[config.mk]
export PLATFORM = sky130hd
export DESIGN_NAME = vp_run_ctl
export DESIGN_NICKNAME = d
export VERILOG_FILES = /design/src/rtl/vprun_pkg.sv /design/src/rtl/vprun_ctl.sv /design/src/rtl/vprun_dp.sv /design/src/rtl/vp_run_ctl.sv
export SDC_FILE = /design/constraint.sdc
export NUM_CORES = 1
export LEC_CHECK = 0
export ABC_CLOCK_PERIOD_IN_PS = 11200
export BUFFER_PORTS_ARGS = -buffer_cell sky130_fd_sc_hd__buf_2
export CAP_MARGIN = 20
export CORE_MARGIN = 2
export CORE_UTILIZATION = 52
export DETAILED_ROUTE_END_ITERATION = 10
export PLACE_DENSITY = 0.81
export RECOVER_POWER = 100
export SLEW_MARGIN = 10
export SYNTH_ARGS = -nofsm -noshare
export SYNTH_HDL_FRONTEND = slang
export SYNTH_HIERARCHICAL = 1
export SYNTH_SLANG_ARGS = --single-unit
[constraint.sdc]
create_clock -name clk -period 11.2 [get_ports clk]
set_input_delay 1.12 -clock clk [delete_from_list [all_inputs] [get_ports clk]]
set_output_delay 1.12 -clock clk [all_outputs]
set_load 0.01 [all_outputs]
[src/rtl/vprun_pkg.sv]
package vprun_pkg;

  // Register indices; the decode in vprun_ctl depends on these values.
  typedef enum logic [2:0] {
    REG_START   = 3'd0,
    REG_HALT    = 3'd1,
    REG_STATUS  = 3'd2,
    REG_REDIR   = 3'd3,
    REG_BASELOC = 3'd4,
    REG_BASEOTH = 3'd5,
    REG_PAIR    = 3'd6
  } regsel_t;

  // Strobes from the decoder to the state-holding datapath.
  typedef struct packed {
    logic startWr;
    logic haltWr;
    logic pairWr;
    logic baseWr;
    logic redirWr;
  } strobe_t;

endpackage

[src/rtl/vprun_ctl.sv]
module vprun_ctl
  import vprun_pkg::*;
#(
  parameter int VPW = 2
) (
  input  logic           wrEn,
  input  logic [2:0]     regAddr,
  input  logic [VPW-1:0] reqVp,
  input  logic [VPW-1:0] redirOf,
  output strobe_t        stb,
  output logic [VPW-1:0] baseIdx,
  output regsel_t        rdSel
);

  regsel_t sel;
  assign sel   = regsel_t'(regAddr);
  assign rdSel = sel;

  always_comb begin
    stb     = '0;
    baseIdx = reqVp;
    if (sel == REG_BASEOTH) baseIdx = redirOf;
    if (wrEn) begin
      case (sel)
        REG_START:   stb.startWr = 1'b1;
        REG_HALT:    stb.haltWr  = 1'b1;
        REG_PAIR:    stb.pairWr  = 1'b1;
        REG_REDIR:   stb.redirWr = 1'b1;
        REG_BASELOC,
        REG_BASEOTH: stb.baseWr  = 1'b1;
        default:     stb         = '0;
      endcase
    end
  end

endmodule

[src/rtl/vprun_dp.sv]
module vprun_dp
  import vprun_pkg::*;
#(
  parameter int          NUM_VP     = 4,
  parameter int          XLEN       = 32,
  parameter int          VPW        = 2,
  parameter logic [XLEN-1:0] RESET_BASE = 32'h1FC0_0000,
  parameter bit          FIRST_ONLY = 1'b1
) (
  input  logic                   clk,
  input  logic                   rstN,
  input  strobe_t                stb,
  input  regsel_t                rdSel,
  input  logic [XLEN-1:0]        wdata,
  input  logic [VPW-1:0]         reqVp,
  input  logic [VPW-1:0]         baseIdx,
  output logic [VPW-1:0]         redirOf,
  output logic [XLEN-1:0]        rdata,
  output logic [NUM_VP-1:0]      vpRunEn,
  output logic [NUM_VP-1:0]      vpRstPulse,
  output logic [NUM_VP*XLEN-1:0] vpRstAddr
);

  localparam logic [NUM_VP-1:0] RUN_INIT =
    FIRST_ONLY ? NUM_VP'(1) : {NUM_VP{1'b1}};

  logic [XLEN-1:0]   baseReg  [NUM_VP];
  logic [XLEN-1:0]   addrReg  [NUM_VP];
  logic [VPW-1:0]    redirReg [NUM_VP];
  logic [NUM_VP-1:0] startMask, haltMask, goMask;

  always_comb begin
    startMask = '0;
    haltMask  = '0;
    if (stb.startWr) startMask = wdata[NUM_VP-1:0];
    if (stb.haltWr)  haltMask  = wdata[NUM_VP-1:0];
    if (stb.pairWr) begin
      startMask = wdata[NUM_VP-1:0];
      haltMask  = wdata[2*NUM_VP-1:NUM_VP];
    end
    goMask = startMask & ~haltMask;   // halt wins
  end

  always_ff @(posedge clk) begin
    if (!rstN) begin
      vpRunEn    <= RUN_INIT;
      vpRstPulse <= '0;
    end else begin
      vpRunEn    <= (vpRunEn & ~haltMask) | goMask;
      vpRstPulse <= goMask;
    end
  end

  assign redirOf = redirReg[reqVp];

  for (genvar i = 0; i < NUM_VP; i++) begin : g_vp
    always_ff @(posedge clk) begin
      if (!rstN) begin
        baseReg[i]  <= RESET_BASE;
        addrReg[i]  <= RESET_BASE;
        redirReg[i] <= '0;
      end else begin
        if (stb.baseWr && baseIdx == VPW'(i)) baseReg[i] <= wdata;
        if (stb.redirWr && reqVp == VPW'(i))  redirReg[i] <= wdata[VPW-1:0];
        if (goMask[i])                        addrReg[i] <= baseReg[i];
      end
    end
    assign vpRstAddr[i*XLEN +: XLEN] = addrReg[i];


    start_pulse_chk: assert property (@(posedge clk) disable iff (!rstN)
      goMask[i] |=> (vpRstPulse[i] && vpRunEn[i]));

    halt_state_chk: assert property (@(posedge clk) disable iff (!rstN)
      haltMask[i] |=> (!vpRunEn[i] && !vpRstPulse[i]));

    idle_hold_chk: assert property (@(posedge clk) disable iff (!rstN)
      !(startMask[i] || haltMask[i]) |=> ($stable(vpRunEn[i]) && !vpRstPulse[i]));

    pulse_addr_chk: assert property (@(posedge clk) disable iff (!rstN)
      vpRstPulse[i] |-> (vpRstAddr[i*XLEN +: XLEN] == $past(baseReg[i])));

    addr_hold_chk: assert property (@(posedge clk) disable iff (!rstN)
      !vpRstPulse[i] |-> $stable(vpRstAddr[i*XLEN +: XLEN]));
  end

  always_comb begin
    rdata = '0;
    case (rdSel)
      REG_STATUS:  rdata[NUM_VP-1:0] = vpRunEn;
      REG_REDIR:   rdata[VPW-1:0]    = redirReg[reqVp];
      REG_BASELOC: rdata             = baseReg[reqVp];
      REG_BASEOTH: rdata             = baseReg[redirOf];
      default:     rdata             = '0;
    endcase
  end


  pulse_vs_run_chk: assert property (@(posedge clk) disable iff (!rstN)
    (vpRstPulse & ~vpRunEn) == '0);

endmodule

[src/rtl/vp_run_ctl.sv]
module vp_run_ctl
  import vprun_pkg::*;
#(
  parameter int              NUM_VP     = 4,
  parameter int              XLEN       = 32,
  parameter logic [XLEN-1:0] RESET_BASE = 32'h1FC0_0000,
  parameter bit              FIRST_ONLY = 1'b1,
  localparam int             VPW        = (NUM_VP > 1) ? $clog2(NUM_VP) : 1
) (
  input  logic                   clk,
  input  logic                   rstN,
  input  logic                   wrEn,
  input  logic [VPW-1:0]         reqVp,
  input  logic [2:0]             regAddr,
  input  logic [XLEN-1:0]        wdata,
  output logic [XLEN-1:0]        rdata,
  output logic [NUM_VP-1:0]      vpRunEn,
  output logic [NUM_VP-1:0]      vpRstPulse,
  output logic [NUM_VP*XLEN-1:0] vpRstAddr
);

  strobe_t        stb;
  regsel_t        rdSel;
  logic [VPW-1:0] baseIdx, redirOf;

  vprun_ctl #(.VPW(VPW)) u_ctl (
    .wrEn(wrEn), .regAddr(regAddr), .reqVp(reqVp), .redirOf(redirOf),
    .stb(stb), .baseIdx(baseIdx), .rdSel(rdSel)
  );

  vprun_dp #(
    .NUM_VP(NUM_VP), .XLEN(XLEN), .VPW(VPW),
    .RESET_BASE(RESET_BASE), .FIRST_ONLY(FIRST_ONLY)
  ) u_dp (
    .clk(clk), .rstN(rstN), .stb(stb), .rdSel(rdSel), .wdata(wdata),
    .reqVp(reqVp), .baseIdx(baseIdx), .redirOf(redirOf), .rdata(rdata),
    .vpRunEn(vpRunEn), .vpRstPulse(vpRstPulse), .vpRstAddr(vpRstAddr)
  );

endmodule

==> metrics.txt, run 1 <==
Layout area overhead=16.4%; initial core utilization=52.6%; Worst setup EP type=flop; main flop type after synthesis=edfxtp_1; first-pass GRT wire length=45700 um; # setup viols final=0; worst hold slack=532 ps; largest net degree at the start of global routing=42; DR iter-0 viols=789; IO buf count=207; diode count=0; worst endpoint required time=11350 ps; Num CTS Buffers=28; synthesis-stage register bit count=around 270; post-CTS setup repair buffer count=0; Post-synth ARST share=0%; CP Class=primary input to flop; DR vias=7760; CP most frequent cell=clkbuf_1; CTS Root Cell=clkbuf_16; Post-Route WL=31400 um; die width=approximately 160 um; IO Count=208; CTS tree=built; MaxCap Viol Count=12; Worst Tran Pin Value=roughly 3400 ps; gr usage total=24.9%; Final HPWL DP=20000 um; maximum vdd drop=0.0868 mV; most numerous cell in the Yosys netlist=edfxtp_1; Remaining DRCs=0; RSZ-0062 raised after global routing=false; Pleak=4.79 nW; failing checks=max-capacitance violations, max-slew violations; Nets=1013; largest cells by area after synthesis=edfxtp_1, mux4_2, and2_1; CTS Hold Buffers Added=0; Layout Skew=about 18 ps; Pwr Total=2.30 mW; H-tree depth=1; Final Slew Violations=344; synth cell count leaders=edfxtp_1, and2_1, mux4_2, clkbuf_1, or3_1; die area=24800 um^2; Hold WC Path Type=flop to flop; final instance area=14300 um^2; FMAX=0.136 GHz; final hold violations=0; top-area cell type share of the netlist area=between 60% and 70%; critical path data arrival time=7500 ps; status=finished, violations left; post-synthesis cell type count=41; sequential area share after synthesis=65.9%; Placed Area=13600 um^2; core area=23300 um^2; crit share post-route=65.6%; Power Density=around 160 nW/um^2; CP startpoint kind=primary input; initial antenna violation count=0; relative slew slack=-125%; CTS sink cnt=272; Die Y-Extent=~160 um; Max Fanout on Critical Path=around 40; Avg Cell Area, Syn=15.8 um^2; DP Worst Slack=5700 ps; clk slew on worst S/H paths=around 60 ps; syn_nets=between 800 and 900; EDFF count, synth=roughly 260; GP Congestion=0.769; Synth Warn #=6; minimum clock period=7350 ps; max incr delay on CP=2360 ps; Detailed Routing Iterations Pass 1=5; vias in the first global route=7835; Max Root-Sink Buffers=3; Syn Std Cell Area=approximately 12000 um^2; Antenna Nets Post-Route=0; setup ws final=3850 ps; clk_lat worst skew=about 550 ps; WL/cell=between 20 and 25 um; Yosys top cell by area=edfxtp_1; Top Family by Delay on Critical Path=buffers and inverters; Overflow after GRT=0; crit-path cells=buf_2, clkbuf_1, mux4_2, buf_4, mux2_1, nand2_1, o21ai_4, clkbuf_1; Mapped Cells=~780; post-CTS sizing=0; via/cell ratio=about 6; Setup Total Neg Slack=0 ps; Core Rows=56; CP max-delay cell=clkbuf_1; Crit path buffers/inverters=4; share of cells above drive strength 1=approximately 16%
==> cell families after synthesis <==
group	count (synthesis)	share of synthesized area (%)
flip-flops	272	65.9
buffers and inverters	63	2.53
AND/OR/NAND/NOR	307	15.4
AO/OA/AOI/OAI	58	3.51
multiplexers	76	12.6
==> metrics by stage <==
stage               utilization [%]  instances
finish                         61.2       1314
global route                   61.2       1314
CTS                            62.4       1311
global placement               58.3       1258
floorplan                         -        776
detailed placement             58.3       1259
==> worst register-to-register path, cell delays in order, from the launching register on <==
cell      delay [ps]
edfxtp_1         380
mux4_2           950
mux2_1           620
inv_1            210
nand2_1          370
nor2_1          1460
and2_0           290
==> final cells by class <==
class | instances | area (um^2)
fillers | 1756 | 9050
flip-flops and latches | 272 | 8090
multi-input cells | 441 | 3930
repair buffers | 224 | 903
clock buffers | 35 | 768
well taps | 319 | 399
clock inverters | 17 | 166
inverters | 6 | 22.5
==> placed cells by master (no fill, tap or decap), types with 8 or more instances in the layout <==
cell | synthesis | routed
clkbuf_1 | 41 | 186
mux4_2 | 62 | 62
a22o_1 | 28 | 28
and2_1 | 192 | 44
mux2i_1 | 10 | 10
nand2_1 | 8 | 8
nand2b_1 | 29 | 29
clkbuf_16 | 0 | 29
o21ai_0 | 15 | 9
and2_0 | 0 | 148
buf_2 | 6 | 38
edfxtp_1 | 264 | 264
dfxtp_1 | 8 | 8
nor2_1 | 14 | 14
nor3_1 | 10 | 10
or3_1 | 35 | 35
==> registers in the layout, indices dropped and copies added (netlist names) <==
name / cells
u_dp/baseReg: 128
u_dp/addrReg: 128
u_dp/vpRstPulse: 4
u_dp/vpRunEn: 4
u_dp/redirReg: 8
==> power breakdown <==
part	switching (mW)	internal [mW]	total, mW
logic	0.117	0.0694	0.186
clock network	0.379	0.554	0.933
registers	0.0208	1.16	1.18
total	0.516	1.78	2.30
==> layer usage <==
metal	vias up	GRT usage (%)	wire length, um
met5	-	0	0
met3	64	3.61	3220
met4	0	8.87	877
met2	495	42.5	15700
met1	3879	32.8	11600
li1	3322	-	-
==> worst paths after layout <==
| path | start | endpoint | slack (ps) | depth (start not counted) |
|---|---|---|---|---|
| worst max register to register | u_dp/redirReg[2][1]$_SDFFCE_PN0P_ | u_dp/baseReg[1][3]$_SDFFCE_PN0P_ | 6790 | 6 |
| worst min-delay path | u_dp/vpRunEn[0]$_SDFF_PN1_ | u_dp/vpRunEn[0]$_SDFF_PN1_ | 530 | 1 |
| worst min register to register | u_dp/vpRunEn[0]$_SDFF_PN1_ | u_dp/vpRunEn[0]$_SDFF_PN1_ | 530 | 1 |
| worst max-delay path | reqVp[0] | u_dp/baseReg[3][18]$_SDFFCE_PN0P_ | 3850 | 8 |
No activity file was read; power rests on OpenSTA's default activity.
==> inputs of run 2 (changes only) <==
ABC_CLOCK_PERIOD_IN_PS = 6400   (was 11200)
CORE_UTILIZATION = 51   (was 52)
PLACE_DENSITY = 0.82   (was 0.81)
clock period = 6.4 ns   (was 11.2 ns; I/O delays follow)
==> run 2 against run 1 <==
The flow still finishes with violations (max-capacitance violations, max-slew violations); die area is 1.9% higher; power is 79% higher; first-iteration DRC count is 12% lower; worst hold slack worse by 140 ps; clock power is 85% higher; global-route usage is 0.47 points lower; worst setup slack worse by 2400 ps.
==> metrics.txt, run 2 (synthesis gave the netlist of run 1 again) <==
CP most frequent cell=clkbuf_1; CTS Root Cell=clkbuf_16; relative slew slack=-92.9%; status=finished, violations left; CTS sink cnt=between 200 and 300; CTS tree=built; final core occ=slightly above 60%; via/cell ratio=5.79; # setup viols final=0; hold depth=2; Final HPWL DP=19500 um; IO Count=208; Worst Tran Pin Value=2860 ps; DR iter-0 viols=between 600 and 700; gr usage total=24.4%; failing checks=max-capacitance violations, max-slew violations; IO buf count=~210; core area=~24000 um^2; final instance area=14400 um^2; Max Root-Sink Buffers=3; die area=25300 um^2; worst hold slack=roughly 400 ps; minimum clock period=4950 ps; CTS Hold Buffers Added=0; Remaining DRCs=0; Worst setup EP type=output port; CP max-delay cell=clkbuf_1; clk_lat worst skew=550 ps; post-CTS sizing=0; Nets=1013; Top Family by Delay on Critical Path=buffers and inverters; first-pass GRT wire length=47400 um; Overflow after GRT=0; Setup Total Neg Slack=0 ps; vias in the first global route=8067; WL/cell=23.6 um; RSZ-0062 raised after global routing=false; largest net degree at the start of global routing=between 40 and 50; FMAX=0.202 GHz; Layout area overhead=17.1%; hold_sp=wdata[23]; post-CTS setup repair buffer count=0; Final Slew Violations=363; clk slew on worst S/H paths=about 60 ps; Hold WC Path Type=primary input to flop; Max Fanout on Critical Path=41; DR vias=7626; worst r2r dst=u_dp/baseReg[1][14]$_SDFFCE_PN0P_; MaxCap Viol Count=13; H-tree depth=1; Layout Cells excl Fill=1316; critical path data arrival time=about 4300 ps; Antenna Nets Post-Route=0; crit-path cells=buf_2, mux4_2, clkbuf_1, mux2i_1, mux2_2, o21ai_0, clkbuf_1; most frequent cells in the layout=edfxtp_1, clkbuf_1, and2_0, mux4_2, and2_1; commonest non-fill, non-tap cell in the layout=edfxtp_1; r2r setup slk=2070 ps; Pwr Total=around 4.1 mW; GP Congestion=0.798; placed insts=1259; Die Y-Extent=159 um; Pleak=slightly below 5 nW; maximum vdd drop=0.195 mV; max incr delay on CP=~1100 ps; share of cells above drive strength 1=16.7%; Power Density=287 nW/um^2; largest registers=u_dp/addrReg: 128 flops, u_dp/baseReg: 128 flops, u_dp/redirReg: 8 flops; CP startpoint kind=primary input; Core Rows=56; Detailed Routing Iterations Pass 1=5; initial core utilization=52.1%; worst endpoint required time=5760 ps; final hold violations=0; initial antenna violation count=2; DP Worst Slack=1560 ps; R2R cell count=4; Fill cells=1821; FF-to-FF Start=u_dp/redirReg[0][1]$_SDFFCE_PN0P_; crit share post-route=77.4%; WHS Endpoint=u_dp/baseReg[0][23]$_SDFFCE_PN1P_; Crit path buffers/inverters=3; Num CTS Buffers=29; Layout Skew=22.4 ps; CP Class=primary input to output port; Post-Route WL=31100 um; die width=159 um; setup ws final=1450 ps; Placed Area=13700 um^2
==> run 2: changes by cell type in the layout (fill, tap and decap cells not counted), sizes merged, moves of 2 or more <==
cell | previous run | this run
buf | 42 | 46
bufinv | 3 | 5
clkbuf | 217 | 212
clkinv | 13 | 9
clkinvlp | 1 | 3
diode | 0 | 2
==> run 2: per-layer routing <==
metal / vias to the layer above / GRT usage [%] / routed length, um
li1: 3331 / - / -
met1: 3823 / 31.4 / 11900
met2: 408 / 42.0 / 15500
met3: 64 / 4.56 / 2780
met4: 0 / 8.31 / 911
met5: - / 0 / 0
==> run 2: worst reg2reg max path, stage by stage, from the launching register on <==
cell and delay [ps]:
edfxtp_1 380, mux4_2 760, mux2_1 470, o21ai_0 2160, buf_16 230
==> run 2: how the worst max path moves through the flow <==
stage | from | to | depth (start not counted)
finish | reqVp[1] | rdata[2] | 7
global route | reqVp[1] | rdata[2] | 7
CTS | reqVp[1] | u_dp/baseReg[1][6]$_SDFFCE_PN0P_ | 7
detailed placement | reqVp[1] | u_dp/baseReg[1][6]$_SDFFCE_PN0P_ | 7
global placement | reqVp[1] | u_dp/baseReg[1][14]$_SDFFCE_PN0P_ | 7
floorplan | reqVp[0] | u_dp/baseReg[0][0]$_SDFFCE_PN0P_ | 8
==> run 2: layout make-up <==
cell class | count | area [um^2] | area share [%]
multi-input cells | 441 | 3910 | 27.2
repair buffers | 223 | 951 | 6.62
clock buffers | 35 | 768 | 5.35
clock inverters | 18 | 223 | 1.55
well taps | 319 | 399 | 2.78
inverters | 6 | 22.5 | 0.157
flip-flops and latches | 272 | 8090 | 56.3
diodes | 2 | 5.00 | 0.0348
==> run 2: power by group <==
group          switching (mW)  leakage (nW)  internal (mW)
sequential             0.0346          2.69           2.03
combinational           0.203          1.67          0.125
clock                   0.675         0.480           1.05
total                   0.913          4.84           3.20
==> inputs of run 3 (changes only) <==
ABC_CLOCK_PERIOD_IN_PS = 4600   (was 6400)
CORE_UTILIZATION = 52   (was 51)
PLACE_DENSITY = 0.81   (was 0.82)
clock period = 4.6 ns   (was 6.4 ns; I/O delays follow)
==> run 3 against run 2 <==
The flow still finishes with violations (max-capacitance violations, max-slew violations); register-to-register slack got worse by 1100 ps; sequential power increased by 39%; global-route usage increased by 1.1 points; worst setup slack got worse by 640 ps; final cell count increased by 0.23%; sequential cell count unchanged; power increased by 32%; die area decreased by 1.9%; worst hold slack got worse by 160 ps; largest power group unchanged; highest routed layer unchanged; clock skew decreased by 10 ps; clock power increased by 23%; sequential share of layout area increased by 0.54 points.
==> metrics.txt, run 3 (synthesis gave the netlist of run 1 again) <==
gr usage total=25.5%; Core Rows=56; post-CTS setup repair buffer count=0; WL/cell=24.0 um; r2r setup slk=940 ps; RSZ-0062 raised after global routing=false; DR iter-0 viols=791; DR vias=7698; commonest non-fill, non-tap cell in the layout=edfxtp_1; Hold WC Path Type=primary input to flop; clk slew on worst S/H paths=60 ps; Post-Route WL=roughly 32000 um; status=finished, violations left; Pwr Total=between 5 and 6 mW; Antenna Nets Post-Route=0; Max Root-Sink Buffers=3; die width=between 150 and 200 um; Layout area overhead=16.0%; worst r2r dst=u_dp/baseReg[1][14]$_SDFFCE_PN0P_; CP Class=primary input to flop; most frequent cells in the layout=edfxtp_1, clkbuf_1, and2_0, mux4_2, and2_1; R2R cell count=4; minimum clock period=~3800 ps; initial core utilization=52.6%; share of cells above drive strength 1=16.2%; Setup crit start=reqVp[1]; Max Fanout on Critical Path=40; Pleak=4.80 nW; Layout Skew=12.0 ps; Final HPWL DP=roughly 21000 um; CTS tree=built; GP Congestion=0.831; relative slew slack=-37.4%; largest registers=u_dp/addrReg: 128 flops, u_dp/baseReg: 128 flops, u_dp/redirReg: 8 flops; Overflow after GRT=0; crit share post-route=between 80 and 90%; Die Y-Extent=between 150 and 200 um; post-CTS sizing=0; Nets=1016; Power Density=about 380 nW/um^2; final instance area=14200 um^2; Worst setup EP type=flop; initial antenna violation count=2; Worst Setup EP=u_dp/baseReg[1][14]$_SDFFCE_PN0P_; CTS sink cnt=around 270; maximum vdd drop=approximately 0.25 mV; via/cell ratio=5.84; largest net degree at the start of global routing=41; vias in the first global route=7945; worst endpoint required time=roughly 4800 ps; IO buf count=207; CP startpoint kind=primary input; Detailed Routing Iterations Pass 1=4; Placed Area=about 14000 um^2; # setup viols final=0; Num CTS Buffers=28; FF-to-FF Start=u_dp/redirReg[3][1]$_SDFFCE_PN0P_; first-pass GRT wire length=46700 um; CTS Hold Buffers Added=0; IO Count=about 210; FMAX=0.264 GHz; failing checks=max-capacitance violations, max-slew violations; Remaining DRCs=0; clk_lat worst skew=530 ps; Final Slew Violations=175; critical path data arrival time=between 4000 and 5000 ps; H-tree depth=1; die area=24800 um^2; worst hold slack=about 230 ps; MaxCap Viol Count=7; Worst Tran Pin Value=around 2000 ps; CTS Root Cell=clkbuf_16; core area=23300 um^2; Fill cells=1802; final core occ=61.0%; final hold violations=0
-- run 3: changes by cell type in the layout (fill, tap and decap cells not counted), moves of 2 or more --
cell        delta
clkinvlp_4     -2
clkinv_2       +2
buf_16         -2
buf_4          +4
and2_0        -12
bufinv_16      -4
clkbuf_1       +6
and2_1        +12
-- run 3: cell type report --
class | count | area [um^2] | share of cell area [%]
antenna | 2 | 5.00 | 0.0352
clock buffer | 38 | 769 | 5.41
clock inverter | 14 | 97.6 | 0.686
inverter | 6 | 22.5 | 0.158
multi-input combinational | 441 | 3910 | 27.4
sequential | 272 | 8090 | 56.8
tap | 319 | 399 | 2.80
timing repair buffer | 227 | 943 | 6.63
-- run 3: how the worst min path moves through the flow --
stage / startpoint / to / slack [ps] / cells past startpoint
2_1_floorplan: u_dp/vpRunEn[0]$_SDFF_PN1_ / u_dp/vpRunEn[0]$_SDFF_PN1_ / 520 / 1
3_3_place_gp: u_dp/vpRunEn[0]$_SDFF_PN1_ / u_dp/vpRunEn[0]$_SDFF_PN1_ / 500 / 1
3_5_place_dp: u_dp/vpRunEn[0]$_SDFF_PN1_ / u_dp/vpRunEn[0]$_SDFF_PN1_ / 510 / 1
4_1_cts: wdata[28] / u_dp/baseReg[3][28]$_SDFFCE_PN1P_ / 220 / 2
5_1_grt: wdata[15] / u_dp/baseReg[0][15]$_SDFFCE_PN0P_ / 240 / 2
6_report: wdata[28] / u_dp/baseReg[3][28]$_SDFFCE_PN1P_ / 230 / 2
-- run 3: metrics by stage --
stage / std cells / setup slack [ps] / setup TNS (ps)
floorplan: 776 / -140 / -8960
global placement: 1261 / 1020 / 0
detailed placement: 1264 / 931 / 0
CTS: 1316 / 1350 / 0
global route: 1318 / 605 / 0
finish: 1319 / 809 / 0
-- run 3: worst max-delay path: stages --
cell and delay [ps]:
clkbuf_1 100, buf_4 540, mux4_2 410, mux2_1 420
o21ai_1 1590, buf_4 470
-- run 3: report_power, final --
group / internal [mW] / switching (mW) / total, mW
Combinational: 0.171 / 0.282 / 0.453
Clock: 1.23 / 0.896 / 2.12
Sequential: 2.82 / 0.0529 / 2.87
Total: 4.21 / 1.23 / 5.44
-- run 3: layer usage --
metal	vias to the layer above	part of all wire, %	track usage [%]	routed length [um]
met2	433	50	43.7	15900
met3	74	8.8	4.49	2790
met4	0	3.5	9.61	1110
met5	-	0	0	0
li1	3336	-	-	-
met1	3855	38	32.8	11900
